<file path="src/rtl/rrs_pkg.sv">
package rrs_pkg;
  localparam int unsigned NUM_RATES = 12;
  localparam int unsigned NUM_CCK   = 4;
  localparam int unsigned NUM_OFDM  = NUM_RATES - NUM_CCK;
  localparam int unsigned RATE_W    = $clog2(NUM_RATES);
  localparam int unsigned FB_IDX    = 8;   // 24 Mb/s fallback index
  localparam int unsigned CODE_W    = 8;
  localparam int unsigned RSV_W     = 8;
  localparam int unsigned BAND_DLT  = 6;

  typedef struct packed {
    logic [RATE_W-1:0] rate;
    logic [CODE_W-1:0] code;
    logic [RSV_W-1:0]  rsv;
  } resp_t;
endpackage

</file>
<file path="src/rtl/rrs_cck_search.sv">
module rrs_cck_search #(
  parameter int unsigned N_CCK = 4,
  parameter int unsigned W     = 4
) (
  input  logic [N_CCK-1:0] basic_i,
  input  logic [W-1:0]     start_i,
  output logic [W-1:0]     rate_o
);
  // ascending scan: the last hit is the highest set index <= start; none -> 0
  always_comb begin
    rate_o = '0;
    for (int i = 0; i < N_CCK; i++) begin
      if (basic_i[i] && (W'(i) <= start_i)) rate_o = W'(i);
    end
  end
endmodule

</file>
<file path="src/rtl/rrs_ofdm_search.sv">
module rrs_ofdm_search #(
  parameter int unsigned N_OFDM = 8,
  parameter int unsigned BASE   = 4,
  parameter int unsigned FB     = 8,
  parameter int unsigned W      = 4
) (
  input  logic [N_OFDM-1:0] basic_i,
  input  logic [W-1:0]      start_i,
  output logic [W-1:0]      rate_o
);
  localparam logic [W-1:0] FB_W = W'(FB);

  logic any_basic;
  assign any_basic = |basic_i;

  always_comb begin
    if (!any_basic || (start_i <= FB_W)) begin
      rate_o = (start_i > FB_W) ? FB_W : start_i;
    end else begin
      rate_o = FB_W;
      for (int i = 0; i < N_OFDM; i++) begin
        if (basic_i[i] && (W'(BASE + i) <= start_i)) rate_o = W'(BASE + i);
      end
    end
  end
endmodule

</file>
<file path="src/rtl/rrs_phy_map.sv">
module rrs_phy_map #(
  parameter int unsigned W     = 4,
  parameter int unsigned CW    = 8,
  parameter int unsigned RW    = 8,
  parameter int unsigned DELTA = 6
) (
  input  logic [W-1:0]  rate_i,
  input  logic          band_5g_i,
  output logic [CW-1:0] code_o,
  output logic [RW-1:0] rsv_o
);
  logic [CW-1:0] code_5g;
  logic [RW-1:0] rsv_5g;

  always_comb begin
    unique case (rate_i)
      W'(4):   begin code_5g = CW'(8'h9B); rsv_5g = RW'(44); end
      W'(5):   begin code_5g = CW'(8'h9F); rsv_5g = RW'(36); end
      W'(6):   begin code_5g = CW'(8'h9A); rsv_5g = RW'(32); end
      W'(7):   begin code_5g = CW'(8'h9E); rsv_5g = RW'(28); end
      W'(9):   begin code_5g = CW'(8'h9D); rsv_5g = RW'(24); end
      W'(10):  begin code_5g = CW'(8'h98); rsv_5g = RW'(24); end
      W'(11):  begin code_5g = CW'(8'h9C); rsv_5g = RW'(24); end
      default: begin code_5g = CW'(8'h99); rsv_5g = RW'(28); end  // 24M and non-OFDM
    endcase
  end

  always_comb begin
    code_o = code_5g;
    rsv_o  = rsv_5g;
    if (!band_5g_i) begin
      code_o[4] = 1'b0;
      rsv_o     = rsv_5g + RW'(DELTA);
    end
  end
endmodule

</file>
<file path="src/rtl/resp_rate_sel.sv">
module resp_rate_sel
  import rrs_pkg::*;
(
  input  logic                 clk_i,
  input  logic                 rst_ni,
  input  logic                 req_i,
  input  logic [NUM_RATES-1:0] basic_rates_i,
  input  logic [RATE_W-1:0]    rx_rate_i,
  input  logic                 band_5g_i,
  output logic                 valid_o,
  output logic [RATE_W-1:0]    resp_rate_o,
  output logic [CODE_W-1:0]    sig_code_o,
  output logic [RSV_W-1:0]     rsv_time_o
);
  localparam logic [RATE_W-1:0] TOP_IDX = RATE_W'(NUM_RATES - 1);

  logic [RATE_W-1:0] rx_eff, cck_rate, ofdm_rate;
  logic              is_cck;
  resp_t             nxt_q, nxt_d;

  assign rx_eff = (rx_rate_i > TOP_IDX) ? TOP_IDX : rx_rate_i;
  assign is_cck = rx_eff < RATE_W'(NUM_CCK);

  rrs_cck_search #(.N_CCK(NUM_CCK), .W(RATE_W)) u_cck (
    .basic_i (basic_rates_i[NUM_CCK-1:0]),
    .start_i (rx_eff),
    .rate_o  (cck_rate)
  );

  rrs_ofdm_search #(.N_OFDM(NUM_OFDM), .BASE(NUM_CCK), .FB(FB_IDX), .W(RATE_W)) u_ofdm (
    .basic_i (basic_rates_i[NUM_RATES-1:NUM_CCK]),
    .start_i (rx_eff),
    .rate_o  (ofdm_rate)
  );

  assign nxt_d.rate = is_cck ? cck_rate : ofdm_rate;

  rrs_phy_map #(.W(RATE_W), .CW(CODE_W), .RW(RSV_W), .DELTA(BAND_DLT)) u_map (
    .rate_i    (nxt_d.rate),
    .band_5g_i (band_5g_i),
    .code_o    (nxt_d.code),
    .rsv_o     (nxt_d.rsv)
  );

  always_ff @(posedge clk_i or negedge rst_ni) begin
    if (!rst_ni) begin
      nxt_q   <= '0;
      valid_o <= 1'b0;
    end else if (req_i) begin
      nxt_q   <= nxt_d;
      valid_o <= 1'b1;
    end
  end

  assign resp_rate_o = nxt_q.rate;
  assign sig_code_o  = nxt_q.code;
  assign rsv_time_o  = nxt_q.rsv;
endmodule

</file>
<file path="config.mk">
export PLATFORM = sky130hd
export DESIGN_NAME = resp_rate_sel
export DESIGN_NICKNAME = d
export VERILOG_FILES = /design/src/rtl/rrs_pkg.sv /design/src/rtl/rrs_cck_search.sv /design/src/rtl/rrs_ofdm_search.sv /design/src/rtl/rrs_phy_map.sv /design/src/rtl/resp_rate_sel.sv
export SDC_FILE = /design/constraint.sdc
export NUM_CORES = 1
export LEC_CHECK = 0
export ABC_AREA = 1
export BUFFER_PORTS_ARGS = -buffer_cell sky130_fd_sc_hd__buf_2
export CAP_MARGIN = 20
export CORE_UTILIZATION = 48
export DETAILED_ROUTE_END_ITERATION = 10
export PLACE_DENSITY = 0.76
export SETUP_SLACK_MARGIN = 0.3
export SYNTH_ARGS = -nofsm -noshare
export SYNTH_HDL_FRONTEND = slang
export SYNTH_SLANG_ARGS = --single-unit
export TNS_END_PERCENT = 1
</file>
<file path="constraint.sdc">
create_clock -name clk_i -period 1.2 [get_ports clk_i]
set_clock_uncertainty 0.1 [all_clocks]
set_input_delay 0.06 -clock clk_i [delete_from_list [all_inputs] [get_ports clk_i]]
set_output_delay 0.06 -clock clk_i [all_outputs]
set_load 0.005 [all_outputs]
</file>
==> results.md <==
* Die X at 48.6 um
* Setup crit start kind: primary input
* Yosys warns at 0
* Vias/cell at 4.93
* Reg2reg path depth at 3
* Syn Inst Count at 150
* Vert. Die Dim at 48.6 um
* Initial DRC Count at 19
* Slew Viols, Final at 0
* Drt pass-1 iters at 4
* Post-route DRC at 0
* RSZ-0062 raised after global routing: true
* Worst endpoint required time at 1.28 ns
* Setup ws final at -0.336 ns
* Hold Path Class: in -> reg
* GRT Util Overall at 26.6%
* PortBufs at 35
* Final Total Pwr at 0.00143 W
* Final TNS setup at -1.16 ns
* Seq cells post-synth at 15
* Layout area overhead at 48.0%
* DR WL/cell at 12.4 um
* Avg Cell Area, Syn at 6.96 sq um
* Root Buffer: clkbuf_4
* Initial antenna violation count at 0
* Ports at 41
* Worst Setup SP: rx_rate_i[2]
* Final WL at 2.86 mm
* Layout net count at 226
* Min-delay src: req_i
* Most instantiated cells after synthesis: 53 x nand2_1, 15 x dfrtp_1, 14 x nor2_1
* Rows at 16
* Most used cell along the critical path: nand2_1
* Starting Density at 52.1%
* Register area share after synthesis at 36.0%
* TritonCTS clock tree: yes
* Sink Count at 15
* CTS Buffer Depth at 2
* Last element of the critical path: rsv_time_o[4]
* CP cell instances: buf_4, inv_2, nand2_1, nand3_2, nand2_2, inv_1, nand2_1, nand2_1, nand2_2, nor2_4, nand2_4, nand3_4, ha_4, inv_2, nor2_4, nand2_2, nand3_2, nand2_1
* ANT cells at 0
* CTS Buf Count at 3
* CP Class: in -> reg
* Routability cong. at 0.905
* CP Data Arrival Time at 1.61 ns
* Number of hold violations in the final report at 1
* Top-count cell post-synth: nand2_1
* Reg2reg setup slack at 0.28 ns
* Vias in the first global route at 1122
* Fmax at 651 MHz
* Share of cells above drive strength 1 at 50.0%
* Asr flop ratio synth at 100%
* Share of the synthesized area in the top cell type at 36.0%
* Distinct cells, synth at 26
* P per Cell Area at 929 nW/um^2
* Fin Hold WS at -0.00149 ns
* Slowest cell on the critical path: buf_4
* Core area at 2000 sq um
* Worst skew pair latency at 0.28 ns
* Max Cap Violations at 0
* Yosys top cell by area: dfrtp_1
* Post-route ant nets at 0
* Failing checks: hold timing, setup timing
* Maximum VDD drop at 0.867 mV
* Detailed-route via count at 1138
* Top cells by area, synth: dfrtp_1 36%, nand2_1 19%, nand3_1 5.8%
* Final HPWL DP at 1.82 mm
* Fin crit period at 1.54 ns
* Post-synth EDFFs at 0
* Htree depth at 1
* FF-to-FF End: rsv_time_o[3]
* Outcome: finished, violations left
* Most used DFF post-synth: dfrtp_1
* RR Startpoint: rsv_time_o[3]
* Largest stage delay, worst path at 0.15 ns
* CTS clk-pin slew, worst paths at 0.08 ns
* Leakage at 0.828 nW
* Die area at 2360 sq um
* Post-Syn Area at 1040 sq um
* # setup viols final at 8
* Crit. End Element: flop
* Worst Path Max Fanout at 5
* Pin count of the biggest net entering global routing at 16
* First-pass GRT wire length at 4.91 mm
* Layout Utilization at 77.1%
* Fin crit share at 128%
* Congestion Overflow GR at 0
-- metal layers --
| metal | up-vias | wire [um] | track usage, % |
|---|---|---|---|
| li1 | 566 | - | - |
| met1 | 520 | 1220 | 33.3 |
| met2 | 48 | 1430 | 45.6 |
| met3 | 4 | 166 | 5.35 |
| met4 | 0 | 37 | 8.82 |
| met5 | - | 0 | 0 |
-- metrics by stage --
stage | worst slack [ns] | hold WS (ns) | instance area (sq um) | std cells
6_report | -0.336 | -0.00149 | 1540 | 231
5_1_grt | -0.446 | 0.00427 | 1540 | 231
4_1_cts | -0.261 | -0.00494 | 1490 | 230
3_5_place_dp | -0.713 | -0.126 | 1290 | 217
3_3_place_gp | -0.646 | -0.130 | 1290 | 217
2_1_floorplan | -0.506 | -0.336 | 1070 | 153
-- cell type report --
class | count | area [sq um]
well taps | 27 | 33.8
multi-input cells | 113 | 678
clock buffers | 4 | 26.3
repair buffers | 56 | 368
fillers | 143 | 458
flip-flops and latches | 15 | 375
inverters | 16 | 62.6
-- flip-flops by register name (all words and copies together), names as in the netlist --
signal / count
resp_rate_o: 4
rsv_time_o: 6
sig_code_o: 5
-- worst max-delay path: cells and delay by family --
family	cells	cell delay, ns
AND/OR/NAND/NOR	13	1.07
buffers and inverters	4	0.34
adder cells (fa/ha/maj)	1	0.14
-- placed cells by master, fill, tap and decap left out, drive strengths merged --
cell / n
dfrtp: 15
ha: 1
or2: 1
nor2: 20
nand2: 57
conb: 4
clkbuf: 4
nand3: 15
a22o: 1
nand4: 1
dlygate4sd3: 3
nand3b: 2
inv: 16
o21ai: 7
a21oi: 4
buf: 53
-- how the worst min path moves through the flow --
stage	endpoint	slack, ns	cells after the start
floorplan	resp_rate_o[0]	-0.34	0
finish	sig_code_o[3]	-0.001	2
global route	sig_code_o[3]	0.004	2
CTS	sig_code_o[3]	-0.005	2
global placement	sig_code_o[0]	-0.13	1
detailed placement	sig_code_o[0]	-0.13	1
-- logic make-up after synthesis --
kind of cell / after synthesis / synth area share, %
flip-flops: 15 / 36.0
other: 1 / 0.359
AND/OR/NAND/NOR: 96 / 42.2
adder cells (fa/ha/maj): 1 / 1.20
buffers and inverters: 25 / 12.0
AO/OA/AOI/OAI: 12 / 8.27
-- repair_timing --
item	4_1_cts	5_1_grt
resized for setup	25	14
setup buffers	6	1
hold buffers	3	0
endpoints found under the setup margin	28	28
hold endpoints to repair	18	0
pin swaps	17	19
-- power breakdown --
part	internal, W	total [W]	switching, W
sequential	0.000562	0.000590	0.0000275
clock	0.000129	0.000276	0.000147
combinational	0.000260	0.000569	0.000309
(Power assumes the default switching activity.)
